## src/rtl/dip_pkg.sv

```systemverilog
package dip_pkg;

  typedef enum logic [1:0] {
    FK_PIPE   = 2'b00,
    FK_DOUBLE = 2'b01,
    FK_DIV    = 2'b10,
    FK_SQRT   = 2'b11
  } fp_kind_e;

  typedef struct packed {
    logic can_go;
    logic is_fp;
    logic is_double;
    logic is_long;
  } slot_eval_t;

endpackage

```

## src/rtl/dip_slot_eval.sv

```systemverilog
module dip_slot_eval
  import dip_pkg::*;
(
  input  logic       valid,
  input  logic       cls,
  input  logic [1:0] kind,
  input  logic       int_ok,
  input  logic       fp_ok,
  output slot_eval_t ev
);

  always_comb begin
    ev.is_fp     = cls;
    ev.can_go    = valid && (cls ? fp_ok : int_ok);
    ev.is_double = cls && (fp_kind_e'(kind) == FK_DOUBLE);
    ev.is_long   = cls && ((fp_kind_e'(kind) == FK_DIV) || (fp_kind_e'(kind) == FK_SQRT));
  end

endmodule

```

## src/rtl/dip_pair_select.sv

```systemverilog
module dip_pair_select
  import dip_pkg::*;
(
  input  slot_eval_t ev0,
  input  slot_eval_t ev1,
  output logic       go0,
  output logic       go1
);

  always_comb begin
    go0 = ev0.can_go;
    go1 = ev0.can_go && ev1.can_go && (ev0.is_fp != ev1.is_fp);
  end

endmodule

```

## src/rtl/dip_fp_occupancy.sv

```systemverilog
module dip_fp_occupancy #(
  parameter int DP_REPEAT = 2
) (
  input  logic clk,
  input  logic rst,
  input  logic issue,
  input  logic issue_double,
  input  logic issue_long,
  input  logic long_done,
  output logic lane_free
);

  localparam int CW = (DP_REPEAT > 2) ? $clog2(DP_REPEAT) : 1;
  localparam logic [CW-1:0] GAP = CW'(DP_REPEAT - 1);

  logic [CW-1:0] gap_q;
  logic          long_q;

  always_ff @(posedge clk) begin
    if (rst) begin
      gap_q  <= '0;
      long_q <= 1'b0;
    end else begin
      if (issue && issue_double)
        gap_q <= GAP;
      else if (gap_q != '0)
        gap_q <= gap_q - 1'b1;

      if (issue && issue_long)
        long_q <= 1'b1;
      else if (long_done)
        long_q <= 1'b0;
    end
  end

  assign lane_free = (gap_q == '0) && !long_q;

endmodule

```

## src/rtl/dual_issue_pair.sv

```systemverilog
module dual_issue_pair
  import dip_pkg::*;
#(
  parameter int DP_REPEAT = 2,
  parameter int NSLOT     = 2
) (
  input  logic       clk,
  input  logic       rst,
  input  logic       s0_valid,
  input  logic       s0_cls,
  input  logic [1:0] s0_kind,
  input  logic       s1_valid,
  input  logic       s1_cls,
  input  logic [1:0] s1_kind,
  input  logic       int_stall,
  input  logic       fp_stall,
  input  logic       fp_long_done,
  output logic       int_grant,
  output logic       int_from_s1,
  output logic       fp_grant,
  output logic       fp_from_s1,
  output logic [1:0] consumed
);

  logic [NSLOT-1:0] v_in, c_in;
  logic [1:0]       k_in [NSLOT];
  slot_eval_t       ev   [NSLOT];
  logic             fp_free, go0, go1;

  assign v_in    = {s1_valid, s0_valid};
  assign c_in    = {s1_cls, s0_cls};
  assign k_in[0] = s0_kind;
  assign k_in[1] = s1_kind;

  genvar g;
  generate
    for (g = 0; g < NSLOT; g++) begin : g_slot
      dip_slot_eval i_eval (
        .valid  (v_in[g]),
        .cls    (c_in[g]),
        .kind   (k_in[g]),
        .int_ok (!int_stall),
        .fp_ok  (fp_free && !fp_stall),
        .ev     (ev[g])
      );
    end
  endgenerate

  dip_pair_select i_sel (
    .ev0 (ev[0]),
    .ev1 (ev[1]),
    .go0 (go0),
    .go1 (go1)
  );

  logic int_d, int_s1_d, fp_d, fp_s1_d, fp_dbl_d, fp_long_d;
  logic [1:0] cnt_d;

  always_comb begin
    int_s1_d  = go1 && !ev[1].is_fp;
    fp_s1_d   = go1 && ev[1].is_fp;
    int_d     = (go0 && !ev[0].is_fp) || int_s1_d;
    fp_d      = (go0 && ev[0].is_fp) || fp_s1_d;
    fp_dbl_d  = fp_s1_d ? ev[1].is_double : (fp_d && ev[0].is_double);
    fp_long_d = fp_s1_d ? ev[1].is_long   : (fp_d && ev[0].is_long);
    cnt_d     = {1'b0, go0} + {1'b0, go1};
  end

  dip_fp_occupancy #(.DP_REPEAT(DP_REPEAT)) i_occ (
    .clk          (clk),
    .rst          (rst),
    .issue        (fp_d),
    .issue_double (fp_dbl_d),
    .issue_long   (fp_long_d),
    .long_done    (fp_long_done),
    .lane_free    (fp_free)
  );

  always_ff @(posedge clk) begin
    if (rst) begin
      int_grant   <= 1'b0;
      int_from_s1 <= 1'b0;
      fp_grant    <= 1'b0;
      fp_from_s1  <= 1'b0;
      consumed    <= 2'd0;
    end else begin
      int_grant   <= int_d;
      int_from_s1 <= int_s1_d;
      fp_grant    <= fp_d;
      fp_from_s1  <= fp_s1_d;
      consumed    <= cnt_d;
    end
  end

endmodule

```

## config.mk

```make
export PLATFORM = sky130hd
export DESIGN_NAME = dual_issue_pair
export DESIGN_NICKNAME = d
export VERILOG_FILES = /design/src/rtl/dip_pkg.sv /design/src/rtl/dip_slot_eval.sv /design/src/rtl/dip_pair_select.sv /design/src/rtl/dip_fp_occupancy.sv /design/src/rtl/dual_issue_pair.sv
export SDC_FILE = /design/constraint.sdc
export NUM_CORES = 1
export LEC_CHECK = 0
export BUFFER_PORTS_ARGS = -buffer_cell sky130_fd_sc_hd__clkbuf_2
export CAP_MARGIN = 25
export CELL_PAD_IN_SITES_DETAIL_PLACEMENT = 1
export CELL_PAD_IN_SITES_GLOBAL_PLACEMENT = 1
export CORE_AREA = 2 2 39 41
export CTS_CLUSTER_SIZE = 24
export DETAILED_ROUTE_END_ITERATION = 12
export DIE_AREA = 0 0 41 43
export PLACE_DENSITY = 0.67
export SYNTH_ARGS = -nofsm -noshare
export SYNTH_HDL_FRONTEND = slang
export SYNTH_SLANG_ARGS = --single-unit
```

## constraint.sdc

```tcl
create_clock -name clk -period 1.9 [get_ports clk]
set_input_delay 0.095 -clock clk [delete_from_list [all_inputs] [get_ports clk]]
set_output_delay 0.095 -clock clk [all_outputs]
set_load 0.02 [all_outputs]
```

==> results.yml <==
sta:
  setup_viol: 0
  period_needed_ps: 1468
  period_share_pct: 77.26
  skew_ps: 4.733
  fin_setup_tns_ps: 0
  hold_viol: 0
  rsz0062_at_grt: "false"
  finalMaxSlewViolations: 0
  final.setup.worst_slack_ps: 432.1
  max_freq_ghz: 0.6812
  worstMarginPinSlew_ps: 379.7
  holdWs_ps: 58.28
  slew-limit-headroom_pct: 74.62
synthesis:
  syn_avg_cell_area_um2: 10.08
  yosys_warnings: 0
  yosysSeqAreaShare_pct: 42.95
  yosys.area.top_type: "dfxtp_1"
  yosysTopAreaCellShare_pct: 42.95
  synthDistinctLibCells: 18
  synth-seq-cells: 8
  synth_nets: 51
  syn_inst: 37
  yosys-top-cells-area: "dfxtp_1, nor2b_1, nor4bb_4, a21oi_1, nand3b_1"
  synthesis.area_um2: 372.9
floorplanning:
  dieWidth_um: 41
  num_rows: 14
  start_util_pct: 26.94
  die_area_mm2: 0.001763
  die_y_um: 43
  fp.coreArea_mm2: 0.001384
  io_pins: 19
worst_setup_path:
  end_kind: "flop"
  r2r_cells: 4
  worstSetupStartpointType: "flop"
  reg2reg_slack_ps: 430
  worstSetupPathType: "flop to flop"
  worstPathRequired_ps: 2050
  r2r_start: "i_occ.long_q"
  r2r-end: "consumed[0]"
  critPathArrivalTime_ps: 1620
  crit_fanout: 4
clock_tree:
  tritoncts: "yes"
  cts_made_buffers: 3
  ctsHoldBuffers: 0
  cts_sinks: 8
  h-tree-depth: 1
  clk_pin_slew_ps: 60
  worstSkewPairLatency_ps: 260
  cts-root-buf: "clkbuf_4"
  post_cts_buffers: 0
  cts_resized: 0
  cts_buffer_depth: 2
run:
  maxCapViolations: 0
status:
  status: "finished clean"
power_and_ir_drop:
  leakage_nw: 0.2326
  power_frac_comb_pct: 14.2
  switchingPower_uw: 90.28
  seqPwrFrac_pct: 48.2
  vdd_drop_max_mv: 0.1741
  powerDensity_mw_per_mm2: 724.9
  switching_share_pct: 25.20
  internal_power_uw: 268.0
  power_frac_clock_pct: 37.6
place:
  hpwl_um: 714.8
  dpl_worst_slack_ps: 453.9
  place.gp.congestion: 0.8385
  dp_cells: 70
  io_buffers: 18
worst_hold_path:
  hold_depth: 2
  hold_path_end: "consumed[1]"
  hold_class: "primary input to flop"
  holdCritStartpoint: "rst"
detailed_routing:
  wire_per_inst_um: 12.40
  vias_per_cell: 4.712
  antenna_left: 0
  vias: 344
  drtIter0Drc: 9
  drc: 0
  drt-pass1-iter-count: 3
  finalWirelength_um: 905
global_route:
  grtUsageTotal_pct: 11.84
  grt_overflow: 0
  antenna_found_initial: 0
  grt_pass1_vias: 321
  grt_max_degree: 9
  grt_first_pass_wirelength_um: 1359
finish:
  final_cells: 73
  diodes: 0
  areaGrowthSynthToFinish_pct: 32.55
  num-fill-cells: 166
  drive_gt1_share_pct: 40.35
  fin_nets: 73
[state kept, by name, indices dropped and copies added (netlist names)]
register / count
consumed: 2
fp_from_s1: 1
fp_grant: 1
i_occ.gap_q: 1
i_occ.long_q: 1
int_from_s1: 1
int_grant: 1
[per-layer routing]
| layer | vias up | share of wire (%) | GRT usage [%] |
|---|---|---|---|
| li1 | 173 | - | - |
| met1 | 159 | 45 | 14.10 |
| met2 | 12 | 49 | 16.56 |
| met3 | 0 | 6.2 | 4.712 |
| met4 | 0 | 0 | 8.000 |
| met5 | - | 0 | 0 |
[power by group through the flow]
stage | clock network [mW] | logic (mW) | registers, mW
global route | 0.148 | 0.0565 | 0.173
CTS | 0.138 | 0.0513 | 0.173
global placement | 0 | 0.0503 | 0.176
floorplan | 0 | 0.0247 | 0.180
finish | 0.135 | 0.0509 | 0.173
detailed placement | 0 | 0.0511 | 0.176
[per-stage QoR]
| step | utilization [%] | area (um^2) | total power [mW] |
|---|---|---|---|
| 2_1_floorplan | - | 372.9 | 0.2046 |
| 5_1_grt | 35.71 | 494.2 | 0.3773 |
| 4_1_cts | 35.71 | 494.2 | 0.3619 |
| 3_3_place_gp | 34.09 | 471.7 | 0.2264 |
| 6_report | 35.71 | 494.2 | 0.3582 |
| 3_5_place_dp | 34.09 | 471.7 | 0.2275 |
[logic make-up (layout without fill, tap and decap cells)]
| logic type | Yosys count | count (layout) | share of synthesized area (%) |
|---|---|---|---|
| buffers and inverters | 4 | 24 | 6.040 |
| adder cells (fa/ha/maj) | 1 | 1 | 3.355 |
| XOR/XNOR | 1 | 1 | 2.349 |
| AND/OR/NAND/NOR | 17 | 17 | 34.90 |
| flip-flops | 8 | 8 | 42.95 |
| AO/OA/AOI/OAI | 6 | 6 | 10.40 |
[layout make-up]
cell class	instances	area [um^2]	share of cell area (%)
timing repair buffer	18	90.09	18.23
inverter	3	11.26	2.278
multi-input combinational	25	190.2	38.48
tap	16	20.02	4.051
clock buffer	3	22.52	4.557
sequential	8	160.2	32.41
[worst max-delay path by stage]
stage | from | endpoint | slack (ps) | cells after the start
after floorplan | i_occ.long_q | consumed[0] | 560 | 4
after global placement | i_occ.long_q | consumed[0] | 510 | 4
after detailed placement | i_occ.long_q | consumed[0] | 450 | 4
after CTS | i_occ.long_q | consumed[0] | 440 | 4
after global routing | i_occ.long_q | consumed[0] | 370 | 4
final | i_occ.long_q | consumed[0] | 430 | 4
[critical path: stages, from the launching register on]
cell	delay (ps)
dfxtp_1	340
nor4b_2	420
and4_1	250
ha_1	220
nor2b_1	120
[synth_stat cells, drive strengths merged]
library cell  n
dfxtp         8
nor2          4
nor2b         4
a21oi         3
inv           3
nand3b        2
nor3          2
nor4bb        2
a222oi        1
a22oi         1
a31oi         1
and4          1
buf           1
ha            1
nand2b        1
nor4b         1
xor2          1
[layout by cell type (no fill, tap or decap)]
master    netlist  layout
ha_1            1       1
a31oi_1         1       1
dfxtp_1         8       8
inv_1           3       3
nor4b_2         1       1
nor3_1          2       2
nor4bb_4        1       1
a22oi_1         1       1
nor4bb_1        1       1
nand3b_1        2       2
xor2_1          1       1
clkbuf_2        0      18
nor2b_1         4       4
clkbuf_4        0       3
a222oi_1        1       1
and4_1          1       1
nor2_1          4       4
nand2b_1        1       1
a21oi_1         3       3
No activity file was read; power rests on OpenSTA's default activity.
